===== src/rtl/sfr_pkg.sv =====
package sfr_pkg;
  typedef enum logic [2:0] {
    PH_CMD, PH_ADDR, PH_DUMMY, PH_DATA, PH_IGNORE
  } phase_e;

  localparam logic [7:0] OP_READ_X1 = 8'h0B;
  localparam logic [7:0] OP_READ_X2 = 8'h3B;
  localparam int CMD_BITS   = 8;
  localparam int ADDR_BITS  = 24;
  localparam int DUMMY_BITS = 8;
endpackage


===== src/rtl/sfr_sync.sv =====
module sfr_sync #(
  parameter int          W       = 3,
  parameter int          STAGES  = 2,
  parameter logic [W-1:0] RST_VAL = '0
) (
  input  logic         clk_i,
  input  logic         rst_ni,
  input  logic [W-1:0] d_i,
  output logic [W-1:0] q_o
);
  logic [W-1:0] st_q [STAGES];

  for (genvar g = 0; g < STAGES; g++) begin : g_stage
    if (g == 0) begin : g_first
      always_ff @(posedge clk_i or negedge rst_ni)
        if (!rst_ni) st_q[0] <= RST_VAL;
        else         st_q[0] <= d_i;
    end else begin : g_next
      always_ff @(posedge clk_i or negedge rst_ni)
        if (!rst_ni) st_q[g] <= RST_VAL;
        else         st_q[g] <= st_q[g-1];
    end
  end

  assign q_o = st_q[STAGES-1];
endmodule


===== src/rtl/sfr_cmd_decode.sv =====
module sfr_cmd_decode
  import sfr_pkg::*;
#(
  parameter int AW = 19
) (
  input  logic          clk_i,
  input  logic          rst_ni,
  input  logic          sel_i,
  input  logic          rise_i,
  input  logic          sd_i,
  output logic          dual_o,
  output logic          load_o,
  output logic [AW-1:0] load_addr_o,
  output logic          start_o
);
  localparam int SHW = (AW - 1 > CMD_BITS - 1) ? AW - 1 : CMD_BITS - 1;
  localparam int CW  = $clog2(ADDR_BITS);

  phase_e          phase_q;
  logic [CW-1:0]   cnt_q;
  logic [SHW-1:0]  sh_q;
  logic [7:0]      op_w;

  assign op_w = {sh_q[CMD_BITS-2:0], sd_i};

  always_ff @(posedge clk_i or negedge rst_ni) begin
    if (!rst_ni) begin
      phase_q     <= PH_CMD;
      cnt_q       <= '0;
      sh_q        <= '0;
      dual_o      <= 1'b0;
      load_o      <= 1'b0;
      load_addr_o <= '0;
      start_o     <= 1'b0;
    end else begin
      load_o  <= 1'b0;
      start_o <= 1'b0;
      if (!sel_i) begin
        phase_q <= PH_CMD;
        cnt_q   <= '0;
      end else if (rise_i) begin
        sh_q <= {sh_q[SHW-2:0], sd_i};
        case (phase_q)
          PH_CMD: begin
            if (cnt_q == CW'(CMD_BITS - 1)) begin
              cnt_q <= '0;
              if (op_w == OP_READ_X1) begin
                dual_o <= 1'b0; phase_q <= PH_ADDR;
              end else if (op_w == OP_READ_X2) begin
                dual_o <= 1'b1; phase_q <= PH_ADDR;
              end else begin
                phase_q <= PH_IGNORE;
              end
            end else cnt_q <= cnt_q + 1'b1;
          end
          PH_ADDR: begin
            if (cnt_q == CW'(ADDR_BITS - 1)) begin
              cnt_q       <= '0;
              load_o      <= 1'b1;
              load_addr_o <= {sh_q[AW-2:0], sd_i};  // high address bits shift out unused
              phase_q     <= PH_DUMMY;
            end else cnt_q <= cnt_q + 1'b1;
          end
          PH_DUMMY: begin
            if (cnt_q == CW'(DUMMY_BITS - 1)) begin
              cnt_q   <= '0;
              start_o <= 1'b1;
              phase_q <= PH_DATA;
            end else cnt_q <= cnt_q + 1'b1;
          end
          default: ;
        endcase
      end
    end
  end

  AST_START_FROM_DUMMY: assert property (@(posedge clk_i) disable iff (!rst_ni)
    start_o |-> $past(phase_q) == PH_DUMMY);
  AST_IGNORE_STICKY: assert property (@(posedge clk_i) disable iff (!rst_ni)
    (sel_i && phase_q == PH_IGNORE) |=> phase_q == PH_IGNORE);
endmodule


===== src/rtl/sfr_stream.sv =====
module sfr_stream #(
  parameter int AW = 19
) (
  input  logic          clk_i,
  input  logic          rst_ni,
  input  logic          sel_i,
  input  logic          fall_i,
  input  logic          dual_i,
  input  logic          load_i,
  input  logic [AW-1:0] load_addr_i,
  input  logic          start_i,
  output logic          mem_en_o,
  output logic [AW-1:0] mem_addr_o,
  input  logic [7:0]    mem_rdata_i,
  output logic          dq1_o,
  output logic          dq1_oe_o,
  output logic          dq0_o,
  output logic          dq0_oe_o
);
  logic          busy_q, vld_q;
  logic [2:0]    slot_q;
  logic [7:0]    cur_q, pre_q;
  logic [AW-1:0] nxt_q;
  logic          last_w;

  assign last_w = dual_i ? (slot_q == 3'd3) : (slot_q == 3'd7);

  always_ff @(posedge clk_i or negedge rst_ni) begin
    if (!rst_ni) begin
      busy_q     <= 1'b0;
      vld_q      <= 1'b0;
      slot_q     <= '0;
      cur_q      <= '0;
      pre_q      <= '0;
      nxt_q      <= '0;
      mem_en_o   <= 1'b0;
      mem_addr_o <= '0;
      dq1_o      <= 1'b0;
      dq1_oe_o   <= 1'b0;
      dq0_o      <= 1'b0;
      dq0_oe_o   <= 1'b0;
    end else begin
      mem_en_o <= 1'b0;
      vld_q    <= mem_en_o;
      if (vld_q) pre_q <= mem_rdata_i;
      if (!sel_i) begin
        busy_q   <= 1'b0;
        slot_q   <= '0;
        dq1_oe_o <= 1'b0;
        dq0_oe_o <= 1'b0;
      end else if (load_i) begin
        mem_en_o   <= 1'b1;
        mem_addr_o <= load_addr_i;
        nxt_q      <= load_addr_i + AW'(1);
      end else if (start_i) begin
        cur_q      <= pre_q;
        busy_q     <= 1'b1;
        slot_q     <= '0;
        mem_en_o   <= 1'b1;
        mem_addr_o <= nxt_q;
        nxt_q      <= nxt_q + AW'(1);
      end else if (fall_i && busy_q) begin
        dq1_oe_o <= 1'b1;
        dq0_oe_o <= dual_i;
        dq1_o    <= cur_q[7];
        if (dual_i) begin
          dq0_o <= cur_q[6];
          cur_q <= {cur_q[5:0], 2'b00};
        end else begin
          cur_q <= {cur_q[6:0], 1'b0};
        end
        if (last_w) begin
          // prefetched byte replaces the one just finished
          cur_q      <= pre_q;
          slot_q     <= '0;
          mem_en_o   <= 1'b1;
          mem_addr_o <= nxt_q;
          nxt_q      <= nxt_q + AW'(1);
        end else begin
          slot_q <= slot_q + 1'b1;
        end
      end
    end
  end

  AST_HIZ_WHEN_DESELECTED: assert property (@(posedge clk_i) disable iff (!rst_ni)
    !sel_i |=> (!dq1_oe_o && !dq0_oe_o));
  AST_DQ0_DUAL_ONLY: assert property (@(posedge clk_i) disable iff (!rst_ni)
    dq0_oe_o |-> dual_i);
  AST_DQ1_ON_FALL: assert property (@(posedge clk_i) disable iff (!rst_ni)
    !(fall_i && busy_q) |=> $stable(dq1_o));
  AST_NO_BACK_TO_BACK_REQ: assert property (@(posedge clk_i) disable iff (!rst_ni)
    mem_en_o |=> !mem_en_o);
  AST_OE_ONLY_IN_DATA: assert property (@(posedge clk_i) disable iff (!rst_ni)
    $rose(dq1_oe_o) |-> $past(busy_q));
endmodule


===== src/rtl/sfr_target.sv =====
module sfr_target #(
  parameter int MEM_BYTES   = 524288,
  parameter int SYNC_STAGES = 2,
  localparam int AW         = $clog2(MEM_BYTES)
) (
  input  logic          clk_i,
  input  logic          rst_ni,
  input  logic          sel_ni,
  input  logic          ser_clk_i,
  input  logic          dq0_i,
  output logic          dq0_o,
  output logic          dq0_oe_o,
  output logic          dq1_o,
  output logic          dq1_oe_o,
  output logic          mem_en_o,
  output logic [AW-1:0] mem_addr_o,
  input  logic [7:0]    mem_rdata_i
);
  logic [2:0]    pins_s;
  logic          sel_n_s, sck_s, sd_s, sck_d;
  logic          sel_w, rise_w, fall_w;
  logic          dual_w, load_w, start_w;
  logic [AW-1:0] load_addr_w;

  sfr_sync #(.W(3), .STAGES(SYNC_STAGES), .RST_VAL(3'b100)) u_sync (
    .clk_i (clk_i),
    .rst_ni(rst_ni),
    .d_i   ({sel_ni, ser_clk_i, dq0_i}),
    .q_o   (pins_s)
  );

  assign {sel_n_s, sck_s, sd_s} = pins_s;

  always_ff @(posedge clk_i or negedge rst_ni)
    if (!rst_ni) sck_d <= 1'b0;
    else         sck_d <= sck_s;

  assign sel_w  = ~sel_n_s;
  assign rise_w = sck_s & ~sck_d;
  assign fall_w = ~sck_s & sck_d;

  sfr_cmd_decode #(.AW(AW)) u_dec (
    .clk_i      (clk_i),
    .rst_ni     (rst_ni),
    .sel_i      (sel_w),
    .rise_i     (rise_w),
    .sd_i       (sd_s),
    .dual_o     (dual_w),
    .load_o     (load_w),
    .load_addr_o(load_addr_w),
    .start_o    (start_w)
  );

  sfr_stream #(.AW(AW)) u_str (
    .clk_i      (clk_i),
    .rst_ni     (rst_ni),
    .sel_i      (sel_w),
    .fall_i     (fall_w),
    .dual_i     (dual_w),
    .load_i     (load_w),
    .load_addr_i(load_addr_w),
    .start_i    (start_w),
    .mem_en_o   (mem_en_o),
    .mem_addr_o (mem_addr_o),
    .mem_rdata_i(mem_rdata_i),
    .dq1_o      (dq1_o),
    .dq1_oe_o   (dq1_oe_o),
    .dq0_o      (dq0_o),
    .dq0_oe_o   (dq0_oe_o)
  );
endmodule


===== config.mk =====
export PLATFORM = sky130hd
export DESIGN_NAME = sfr_target
export DESIGN_NICKNAME = d
export VERILOG_FILES = /design/src/rtl/sfr_pkg.sv /design/src/rtl/sfr_sync.sv /design/src/rtl/sfr_cmd_decode.sv /design/src/rtl/sfr_stream.sv /design/src/rtl/sfr_target.sv
export SDC_FILE = /design/constraint.sdc
export NUM_CORES = 1
export LEC_CHECK = 0
export BUFFER_PORTS_ARGS = -buffer_cell sky130_fd_sc_hd__buf_2
export CORE_MARGIN = 2
export CORE_UTILIZATION = 40
export DETAILED_ROUTE_END_ITERATION = 8
export HOLD_SLACK_MARGIN = 0.08
export PLACE_DENSITY = 0.56
export SETUP_SLACK_MARGIN = 0.3
export SLEW_MARGIN = 15
export SYNTH_ARGS = -nofsm -noshare
export SYNTH_HDL_FRONTEND = slang
export SYNTH_SLANG_ARGS = --single-unit

===== constraint.sdc =====
create_clock -name clk_i -period 3.7 [get_ports clk_i]
set_input_delay 0.74 -clock clk_i [delete_from_list [all_inputs] [get_ports clk_i]]
set_output_delay 0.74 -clock clk_i [all_outputs]
set_load 0.02 [all_outputs]

# Word-level counts from Yosys, hierarchy flattened
# Cells that the tools add are included.
[totals]
regBits = 119
input_bits = 13
[op_classes]
addsub = 4
eq_ne = 13
muxes = 57
bitwise_logic = 7
n_reduce_logical = 25
[ops]
columns = ["cell", "count"]
rows = [
  ["19-bit 2-to-1 mux", 8],
  ["19-bit by 1-bit adder with 19-bit output, second input constant", 2],
  ["3-bit 2-to-1 mux", 12],
  ["8-bit 2-to-1 mux", 4],
  ["1-bit 2-to-1 mux", 27],
  ["5-bit 2-to-1 mux", 4],
  ["5-bit AND reduction", 3],
  ["3-bit nonzero test", 4],
  ["5-bit one-hot mux with 2 select lines", 1],
  ["2-bit nonzero test", 5],
  ["3-bit by 2-bit != test with 1-bit output, second input constant", 3],
  ["3-bit one-hot mux with 3 select lines", 1],
  ["3-bit AND reduction", 3],
  ["8-bit by 4-bit equality test with 1-bit output, second input constant", 1],
  ["8-bit by 6-bit equality test with 1-bit output, second input constant", 1],
  ["2-bit AND reduction", 4],
  ["4-bit AND reduction", 2],
  ["3-bit by 2-bit equality test with 1-bit output, second input constant", 2],
  ["5-bit by 1-bit adder with 5-bit output, second input constant", 1],
  ["5-bit by 3-bit equality test with 1-bit output, second input constant", 1],
  ["5-bit equality test, second input constant", 1],
  ["1-bit NOT", 5],
  ["2-bit != test, second input constant", 2],
  ["4-bit nonzero test", 1],
  ["other kinds (7)", 8],
]

# Depth between registers and ports, before layout
# Gate-level depths: netlist of the first run.
[logic_depth]
word_depth = 7
mapped_depth = 9
ltp_nobuf = 7

# Cells and area by module
# A second synthesis of the first run with hierarchy kept.
[hier_totals]
cells_unflattened = 550
hier_area_um2 = 5954.5
[modules_own_cells]
columns = ["mod", "n_inst", "cells_each", "area_each_um2", "seq_area_each_um2"]
rows = [
  ["sfr_stream", 1, 388, 3636.0, 1601.5],
  ["sfr_cmd_decode", 1, 149, 2099.5, 1201.2],
  ["sfr_sync", 1, 9, 175.2, 152.6],
  ["sfr_target", 1, 4, 43.8, 25.0],
]

# Worst setup path after synthesis of the first run
# OpenSTA, ideal clock, no wires.
[synth_timing]
kind = "flip-flop to flip-flop"
start = "register u_dec.load_o"
end = "register u_str.nxt_q[6]"
arrival_time_ns = 2.166
required_time_ns = 3.579
slack_ns = 1.413
stages_incl_launch_ff = 10
path_buffers = 2
cell_sequence = "dfrtp_1 buf_4 buf_2 mux2_2 ha_1 nand4b_1 a22oi_1 xor2_1 a22o_1 a22o_1"
[synth_between]
elab_chain_cells = 2
[synth_lines]
columns = ["element", "line_no", "text"]
rows = [
  ["from (decl)", "sfr_cmd_decode.sv:12", "output logic load_o,"],
  ["from (signal assigned)", "sfr_cmd_decode.sv:32", "load_o <= 1'b0;"],
  ["from (signal assigned)", "sfr_cmd_decode.sv:36", "load_o <= 1'b0;"],
  ["from (signal assigned)", "sfr_cmd_decode.sv:59", "load_o <= 1'b1;"],
  ["3-bit nonzero test (no source line)", "--", ""],
  ["3-bit AND reduction (no source line)", "--", ""],
  ["to (signal assigned)", "sfr_stream.sv:54", "nxt_q <= load_addr_i + AW'(1);"],
  ["to (signal assigned)", "sfr_stream.sv:61", "nxt_q <= nxt_q + AW'(1);"],
  ["to (signal assigned)", "sfr_stream.sv:78", "nxt_q <= nxt_q + AW'(1);"],
  ["to (decl)", "sfr_stream.sv:23", "logic [AW-1:0] nxt_q;"],
]
# Several ways; a longest one is shown, not always the timed one.
# A chain may end at the register's enable or synchronous reset.

# Final worst setup path of the first run
[layout_timing]
start = "register u_dec.load_o"
end = "register u_str.nxt_q[18]"
# Same word-level chain as after synthesis.

==> impl_metrics.csv, run 1 <==
group,metric,value,unit
worst_hold_path,hold_path_class,"reg2reg",
timing,rsz0062_at_grt,"no",
timing,tightest_slew,1.003,ns
place,hpwl,7.712,mm
drt,routed.top_layer,"met4",
outcome,outcome,"completed",
timing,slew_headroom,33.11,%
clocking,clockBufferDepth,2,
drt,ant_nets,0,
drt,vias,4087,
global_routing,antenna_found_initial,0,
yosys,synth.distinct_cells,68,
clocking,numCtsBuffers,17,
power,pwr_density_cell,455.1,mW/mm²
yosys,syn_inst,543,
yosys,async_reset_ff_share,100.0,%
clocking,cts_setup_buffers,0,
global_routing,grt_pass1_wl,20.33,mm
cells_and_area,fin_nets,592,
drt,met3_length,414,µm
drt,drt_first_pass_iters,5,
global_routing,grt_max_degree,73,
worst_setup_path,worst_setup_path_end_kind,"flip-flop",
die,die_area,0.01557,mm²
worst_setup_path,worstSetupStartpointType,"flip-flop",
clocking,clockRootBuffer,"clkbuf_16",
yosys,synth-seq-area-share,51.09,%
yosys,synth_seq_cells,119,
yosys,syn_area_per_cell,10.74,µm²
timing,fin_crit,2.631,ns
yosys,synth_top_area_share,50.19,%
yosys,synthTopCellsByCount,"117 x dfrtp_1, 78 x nand2_1, 43 x mux2_2",
job,drv_cap,0,
yosys,synth_area_leaders,"dfrtp_1 50%, mux2_2 8.3%, nand2_1 5.0%, mux2i_1 4.5%, o21ai_0 3.5%",
die,core_area,0.01437,mm²
timing,fin_tns_setup,0,ns
worst_setup_path,crit_type,"reg2reg",
yosys,syn_area,0.005833,mm²
timing,clock_skew,0.01094,ns
die,die_h,124.8,µm
timing,max_freq,0.3801,GHz
drt,drc_errors,0,
drt,wl_met2,5.231,mm
clocking,cts_hold_buffers,0,
timing,drv_slew,0,
die,die_x,124.8,µm
global_routing,overflow,0,
yosys,yosys.area.top_type,"dfrtp_1",
drt,routed_wl,11.69,mm
clocking,clkTransAtPathRegs,0.05,ns
timing,setup_viol,0,
global_routing,first_global_vias,4150,
yosys,yosys_warnings,0,
place,routabilityCongestion,0.7736,
worst_setup_path,crit_required,3.97,ns
clocking,cts_max_level,4,
global_routing,grtUsageTotal,16.16,%
worst_hold_path,hold_depth,0,
drt,drt_iter0_drc,231,
drt,avgViaCountPerCell,5.287,
cells_and_area,drive_above_1_share,22.75,%
drt,drt-met1-wl,5.952,mm
place,io_buffer_count,36,
die,rows,44,
power,p_leak,0.003153,µW
die,start_util,40.60,%
power,irDropWorstVdd,277.0,µV
die,ios,37,
timing,hold-worst-slack,0.3548,ns
yosys,synth_fp_nets,559,
cells_and_area,insertedDiodeCount,0,
clocking,clk-insertion-delay-late,0.41,ns
worst_setup_path,crit_fanout,29,
worst_setup_path,ff2ff_path_depth,6,
timing,hold_viol_final,0,
clocking,cts_resized,0,
yosys,synth_edf_count,0,
clocking,clkSinkCount,119,
drt,routedWlPerCell,15.13,µm
yosys,yosysMostFrequentCell,"dfrtp_1",
timing,post-route-period-util,71.11,%
worst_setup_path,worst_ep_arrival_time,2.90,ns
cells_and_area,area_growth,14.82,%
clocking,cts_tree,"done",
yosys,ys.flop_type,"dfrtp_1",
## sequential cells by signal, summed over array words and instances (netlist names), 3 cells and up
| name | cells |
|---|---|
| u_dec.sh_q | 18 |
| u_str.nxt_q | 19 |
| u_dec.cnt_q | 5 |
| u_str.cur_q | 8 |
| u_str.pre_q | 8 |
| u_str.slot_q | 3 |
| u_str.mem_addr_o | 19 |
| u_sync.q_o | 3 |
| u_sync.st_q | 3 |
| u_dec.load_addr_o | 19 |
| u_dec.phase_q | 3 |
## metrics by stage
step           total power (µW)  setup slack (ns)  instance area [µm²]  utilization, %  cells
6_report                   3048             1.069                 6698           46.61    773
2_1_floorplan              1472             1.413                 5833               -    543
3_3_place_gp               1527             1.137                 6146           42.77    741
3_5_place_dp               1535             1.106                 6146           42.77    741
5_1_grt                    3181            0.8637                 6698           46.61    773
4_1_cts                    3100             1.080                 6698           46.61    773
## cells by family after synthesis
logic type	Yosys count	share of synthesized area [%]
DFF	119	51.09
and+or+nand+nor	184	17.01
adders and majority gates	3	0.6436
AOI/OAI and AO/OA	108	12.05
xor gates and xnor gates	18	2.703
buffers and inverters	41	3.539
muxes	70	12.96
## cell usage in the layout, fill, tap and decap left out, types with 4 or more instances in the layout
cell type and n:
a21oi_1 23, a22o_1 4, buf_2 35, buf_4 10
clkbuf_1 7, clkbuf_16 17, clkbuf_8 4, dfrtp_1 116
inv_1 7, mux2_2 43, mux2i_1 26, nand2_1 78
nand2b_1 5, nand3_1 12, nand3b_1 7, nand4_1 6
nor2_1 23, nor2b_1 8, nor3_1 11, nor4_1 4
o211ai_1 6, o21ai_0 41, o21ai_1 5, xnor2_1 5
xor2_1 13
## critical path: stages (launching register included)
cell and delay [ns]:
dfrtp_2 0.66, buf_4 0.39, nand4_4 0.13, a22oi_2 0.62
and4_1 0.37, mux2i_1 0.20, o211ai_1 0.11
## where the power goes
group | switching (µW) | total [µW] | internal [µW]
Clock | 548 | 1540 | 992
Sequential | 52.0 | 1400 | 1350
Combinational | 50.0 | 105 | 55.2
Total | 650 | 3050 | 2400
## final timing paths
kind	to	slack (ns)	start
max in group asynchronous	u_sync.q_o[2]	2.41	rst_ni
hold reg to reg	u_sync.q_o[1]	0.35	u_sync.st_q[4]
min in group asynchronous	u_str.mem_addr_o[5]	0.47	rst_ni
setup reg to reg	u_str.nxt_q[18]	1.07	u_dec.load_o
hold / removal	u_sync.q_o[1]	0.35	u_sync.st_q[4]
setup / recovery	u_str.nxt_q[18]	1.07	u_dec.load_o
## layer usage
metal	track usage (%)	vias up
met5	0	-
li1	-	2014
met3	4.510	8
met1	21.95	1999
met2	24.62	66
met4	6.213	0
## layout make-up
| class | count | area [µm²] |
|---|---|---|
| clock buffer | 28 | 506.7 |
| inverter | 10 | 37.54 |
| clock inverter | 4 | 45.04 |
| multi-input combinational | 383 | 2646 |
| fill | 1348 | 7671 |
| tap | 184 | 230.2 |
| sequential | 119 | 2982 |
| timing repair buffer | 45 | 250.2 |
Note: power is estimated with default switching activity, not from simulation.
==> run 2: changes to the inputs <==
==> constraint.sdc (replaced) <==
create_clock -name clk_i -period 2.7 [get_ports clk_i]
set_input_delay 0.54 -clock clk_i [delete_from_list [all_inputs] [get_ports clk_i]]
set_output_delay 0.54 -clock clk_i [all_outputs]
set_load 0.02 [all_outputs]
==> run 2 against run 1 <==
Via count is 0.15% higher. Worst setup slack worse by 0.59 ns. Combinational power is 39% higher.
==> impl_metrics.csv, run 2 (synthesis gave the netlist of run 1 again) <==
group,metric,value,unit
cells_and_area,area_growth,15.29,%
power,p_switching,879.6,µW
power,irDropWorstVdd,435.8,µV
place,routabilityCongestion,0.7892,
outcome,outcome,"completed",
clocking,clockBufferDepth,2,
worst_setup_path,crit_type,"reg2reg",
drt,wl_met2,5.345,mm
worst_setup_path,slowest_stage,"a22oi_2",
power,power.internal,3167,µW
clocking,cts_hold_buffers,0,
cells_and_area,fillers,1352,
clocking,clockRootBuffer,"clkbuf_16",
timing,hold_viol_final,0,
global_routing,grt_max_degree,60,
drt,met3_length,426,µm
place,io_buffer_count,36,
clocking,cts_max_level,4,
power,total_power,4046,µW
timing,slew_headroom,47.43,%
timing,rsz0062_at_grt,"no",
clocking,clk-insertion-delay-late,0.41,ns
cells_and_area,drive_above_1_share,23.23,%
timing,setup_viol,0,
global_routing,grtUsageTotal,16.17,%
worst_setup_path,crit_chain,"buf_4 -> nand3b_1 -> a22oi_2 -> and4_1 -> mux2i_1 -> o211ai_1",
cells_and_area,reg_top3,"u_dec.load_addr_o (19), u_str.mem_addr_o (19), u_str.nxt_q (19)",
clocking,clkSinkCount,119,
worst_setup_path,cp-startpoint,"u_dec.load_o",
timing,clock_skew,0.007054,ns
cells_and_area,final_cell_mix,"116 x dfrtp_1, 78 x nand2_1, 43 x mux2_2",
timing,tightest_slew,0.7885,ns
global_routing,first_global_vias,4074,
worst_setup_path,crit-reg2reg-launch,"u_dec.load_o",
global_routing,antenna_found_initial,0,
worst_setup_path,worst_ep_arrival_time,2.50,ns
worst_setup_path,reg2reg_to,"u_str.nxt_q[18]",
drt,drc_errors,0,
worst_setup_path,crit_required,2.97,ns
power,comb_power_share,3.6,%
clocking,cts_resized,0,
power,p_seq_share,47.5,%
worst_setup_path,crit_buf_inv,1,
cells_and_area,fin_nets,597,
worst_setup_path,critPathTopFamily,"compound AO/OA/AOI/OAI gates",
drt,drt_first_pass_iters,4,
global_routing,overflow,0,
power,pwr_density_cell,601.6,mW/mm²
worst_setup_path,crit_fanout,19,
die,die_x,124.8,µm
power,switching_share,21.74,%
worst_setup_path,ff2ff_path_depth,6,
clocking,clkTransAtPathRegs,0.05,ns
die,start_util,40.60,%
global_routing,grt_pass1_wl,20.30,mm
cells_and_area,seq_area,0.002982,mm²
timing,drv_slew,0,
timing,fin_tns_setup,0,ns
worst_setup_path,regToRegSetupSlack,0.48,ns
power,clock_power_share,48.9,%
cells_and_area,multiInputGateArea,0.002646,mm²
clocking,cts_tree,"done",
place,hpwl,7.891,mm
die,rows,44,
worst_hold_path,hold_path_class,"in2async",
drt,drt_iter0_drc,248,
worst_setup_path,slowest_delay,0.55,ns
drt,routedWlPerCell,15.10,µm
timing,max_freq,0.4497,GHz
die,die_h,124.8,µm
drt,ant_nets,0,
power,p_leak,0.003170,µW
die,die_area,0.01557,mm²
timing,post-route-period-util,82.36,%
worst_setup_path,worst_setup_path_end_kind,"flip-flop",
job,drv_cap,0,
cells_and_area,insertedDiodeCount,0,
timing,fin_crit,2.224,ns
drt,routed.top_layer,"met4",
drt,routed_wl,11.75,mm
clocking,numCtsBuffers,17,
die,ios,37,
cells_and_area,layout_commonest_cell,"dfrtp_1",
drt,avgViaCountPerCell,5.261,
drt,vias,4093,
worst_setup_path,worstSetupStartpointType,"flip-flop",
die,core_area,0.01437,mm²
drt,drt-met1-wl,5.833,mm
-- run 2: cell types whose count changed in the layout (fill, tap and decap cells not counted), sizes merged --
cell,previous run,this run
buf,45,50
bufinv,1,0
clkinv,5,6
-- run 2: how the worst max path moves through the flow --
stage	to	slack [ns]	depth (start not counted)
after CTS	u_dec.load_addr_o[5]	0.45	6
after global placement	u_str.nxt_q[9]	0.53	6
after global routing	u_str.nxt_q[9]	0.32	6
after floorplan	u_str.nxt_q[6]	0.41	9
after detailed placement	u_dec.load_addr_o[5]	0.47	6
final	u_str.nxt_q[18]	0.48	6
-- run 2: power groups by stage --
stage,sequential [µW],combinational [µW],clock [µW]
6_report,1920,146,1980
5_1_grt,1930,167,2130
4_1_cts,1920,151,2030
3_5_place_dp,1950,149,0
3_3_place_gp,1950,147,0
2_1_floorplan,1930,91.6,0
-- run 2: per-layer routing --
| layer | track usage, % | vias to the layer above |
|---|---|---|
| met5 | 0 | - |
| met4 | 6.543 | 0 |
| met3 | 3.737 | 10 |
| met2 | 24.53 | 60 |
| met1 | 22.42 | 2002 |
| li1 | - | 2021 |
-- run 2: repair_timing --
| item | in CTS | in global routing |
|---|---|---|
| hold endpoints to repair | 0 | 0 |
| setup endpoints to repair | 0 | 2 |
| setup buffers | 0 | 2 |
-- run 2: layout make-up --
type                            instances  share of cell area, %
Timing Repair Buffer                   50                  4.651
Inverter                               10                 0.5581
Sequential cell                       119                  44.33
Clock inverter                          4                 0.2977
Multi-Input combinational cell        383                  39.35
Clock buffer                           28                  7.386
Tap cell                              184                  3.423
-- run 2: through the flow --
step	setup slack [ns]	util, %	cells	hold WS [ns]	cell area, µm²
after floorplan	0.4126	-	543	0.2444	5833
after global placement	0.5344	43.10	744	0.3376	6193
after detailed placement	0.4656	43.10	744	0.3385	6193
after CTS	0.4488	46.70	776	0.1081	6710
after global routing	0.3214	46.80	778	0.1427	6725
final	0.4762	46.80	778	0.1060	6725
-- run 2: worst reg2reg max path: stages (launching register included) --
cell and delay (ns):
dfrtp_2 0.45, buf_4 0.23, nand3b_1 0.19, a22oi_2 0.55, and4_1 0.36, mux2i_1 0.20
o211ai_1 0.12
==> run 3: changes to the inputs <==
--- a/config.mk
+++ b/config.mk
@@ -10,7 +10,7 @@
 export CORE_UTILIZATION = 40
 export DETAILED_ROUTE_END_ITERATION = 8
 export HOLD_SLACK_MARGIN = 0.08
-export PLACE_DENSITY = 0.56
+export PLACE_DENSITY = 0.59
 export SETUP_SLACK_MARGIN = 0.3
 export SLEW_MARGIN = 15
 export SYNTH_ARGS = -nofsm -noshare
==> constraint.sdc (replaced) <==
create_clock -name clk_i -period 2 [get_ports clk_i]
set_input_delay 0.4 -clock clk_i [delete_from_list [all_inputs] [get_ports clk_i]]
set_output_delay 0.4 -clock clk_i [all_outputs]
set_load 0.02 [all_outputs]
==> run 3 against run 2 <==
The run now ends with negative setup slack left. Highest routed layer unchanged. Hold slack lost 0.0069 ns. Maximum frequency grew 11%. Largest power group unchanged. Non-clock buffer count rose by 35.
==> impl_metrics.csv, run 3 (synthesis gave the netlist of run 1 again) <==
group,metric,value,unit
worst_setup_path,crit_type,"reg2reg",
worst_setup_path,crit-reg2reg-launch,"u_dec.load_o",
timing,post-route-period-util,100.2,%
worst_setup_path,worst_ep_arrival_time,2.29,ns
timing,rsz0062_at_grt,"yes",
global_routing,overflow,0,
cells_and_area,insertedDiodeCount,0,
timing,setup_viol,1,
drt,avgViaCountPerCell,5.364,
timing,clock_skew,0.006332,ns
clocking,cts_max_level,4,
die,start_util,40.60,%
global_routing,grt_max_degree,47,
clocking,clkTransAtPathRegs,0.05,ns
clocking,clockBufferDepth,2,
clocking,clkSinkCount,119,
job,drv_cap,0,
die,rows,44,
cells_and_area,reg_top3,"u_dec.load_addr_o (19), u_str.mem_addr_o (19), u_str.nxt_q (19)",
worst_hold_path,min_from,"dq0_i",
timing,fin_ws,-0.003031,ns
clocking,clk-insertion-delay-late,0.41,ns
cells_and_area,fin_nets,633,
worst_setup_path,crit_fanout,5,
drt,drc_errors,0,
place,io_buffer_count,36,
worst_setup_path,regToRegSetupSlack,-0.003,ns
global_routing,antenna_found_initial,0,
outcome,violations,"negative setup slack",
drt,routedWlPerCell,15.73,µm
clocking,clockRootBuffer,"clkbuf_16",
cells_and_area,layout_commonest_cell,"dfrtp_1",
drt,routed_wl,12.80,mm
timing,max_freq,0.4992,GHz
timing,drv_slew,0,
global_routing,grt_pass1_wl,21.10,mm
drt,vias,4366,
cells_and_area,final_cell_mix,"114 x dfrtp_1, 68 x nand2_1, 38 x o21ai_0",
die,die_h,124.8,µm
timing,tightest_slew,0.4221,ns
worst_hold_path,hold_path_class,"in2reg",
timing,fin_crit,2.003,ns
cells_and_area,design_area,0.007480,mm²
place,hpwl,8.136,mm
cells_and_area,utilization,52.05,%
power,irDropWorstVdd,597.5,µV
worst_hold_path,whs_endpoint,"u_sync.st_q[3]",
power,p_leak,0.003588,µW
die,ios,37,
worst_setup_path,worst_setup_path_end_kind,"flip-flop",
worst_setup_path,ff2ff_path_depth,8,
die,core_area,0.01437,mm²
drt,drt_iter0_drc,301,
cells_and_area,fillers,1213,
power,total_power,6251,µW
place,place_area,0.006364,mm²
clocking,numCtsBuffers,17,
timing,hold_viol_final,0,
worst_setup_path,worstSetupStartpointType,"flip-flop",
power,pwr_density_cell,835.7,mW/mm²
cells_and_area,drive_above_1_share,32.86,%
worst_setup_path,reg2reg_to,"u_str.nxt_q[16]",
drt,ant_nets,0,
global_routing,first_global_vias,4322,
worst_setup_path,crit_required,2.28,ns
timing,slew_headroom,71.05,%
outcome,outcome,"finished, violations left",
global_routing,grtUsageTotal,16.73,%
drt,drt_first_pass_iters,4,
cells_and_area,area_growth,28.23,%
worst_hold_path,hold_depth,1,
clocking,cts_tree,"done",
die,die_area,0.01557,mm²
die,die_x,124.8,µm
place,routabilityCongestion,0.8203,
-- run 3: changes by cell type in the layout (fill, tap and decap cells not counted), moves of 4 or more --
cell,change
clkbuf_1,-6
buf_12,+4
bufinv_16,+5
nand3_1,-4
buf_4,+22
mux2_2,-10
mux2_4,+11
nand2_1,-10
nand2_2,+7
-- run 3: area by class of cell --
type / instances / area, µm² / share of cell area (%)
sequential: 119 / 2984 / 39.90
multi-input combinational: 383 / 2836 / 37.92
timing repair buffer: 85 / 701.9 / 9.384
clock buffer: 23 / 488.0 / 6.524
tap: 184 / 230.2 / 3.078
clock inverter: 9 / 170.2 / 2.275
inverter: 10 / 52.55 / 0.7026
timing repair inverter: 1 / 16.27 / 0.2175
-- run 3: critical path, stage by stage, from the launching register on --
cell      delay, ns
dfrtp_2        0.44
mux2_4         0.33
ha_4           0.17
nand4b_1       0.22
a22oi_2        0.10
buf_4          0.16
nand3_1        0.14
mux2i_1        0.21
o211ai_1       0.10
-- run 3: worst max-delay path by stage --
stage,endpoint,slack [ns],start
floorplan,u_str.nxt_q[6],-0.05,u_dec.load_o
finish,u_str.nxt_q[16],-0.003,u_dec.load_o
global route,u_str.nxt_q[10],-0.11,u_dec.load_o
global placement,u_str.nxt_q[6],0.02,u_dec.load_o
CTS,u_str.nxt_q[18],-0.006,u_dec.load_o
detailed placement,u_str.nxt_q[6],-0.02,u_dec.load_o
-- run 3: metrics by stage --
stage	setup slack (ns)	hold slack (ns)	instances	TNS [ns]
after CTS	-0.005934	0.08419	802	-0.005934
final	-0.003031	0.09904	814	-0.003031
after detailed placement	-0.02349	0.3490	760	-0.03232
after floorplan	-0.05278	0.1044	543	-0.1616
after global placement	0.01524	0.3431	760	0
after global routing	-0.1067	0.08983	814	-0.6796
-- run 3: power by group --
part	switching [µW]	total [µW]	internal [µW]
combinational	119	257	139
clock	1040	3380	2330
sequential	116	2610	2500
total	1280	6250	4970
-- run 3: routing by layer --
layer	vias to the layer above	wire length, µm	global-route usage, %
li1	2097	-	-
met3	21	373	4.467
met4	0	217	6.808
met1	2171	6065	22.11
met5	-	0	0
met2	77	6146	26.17
-- run 3: what timing repair did --
item                                   in CTS  in global routing
setup endpoints to repair                  38                 66
cloned                                      2                  3
pin swaps                                   8                 21
hold buffers                                3                  0
buffers inserted                            5                  9
gates resized for setup                    13                 54
endpoints found under the hold margin      31                  0
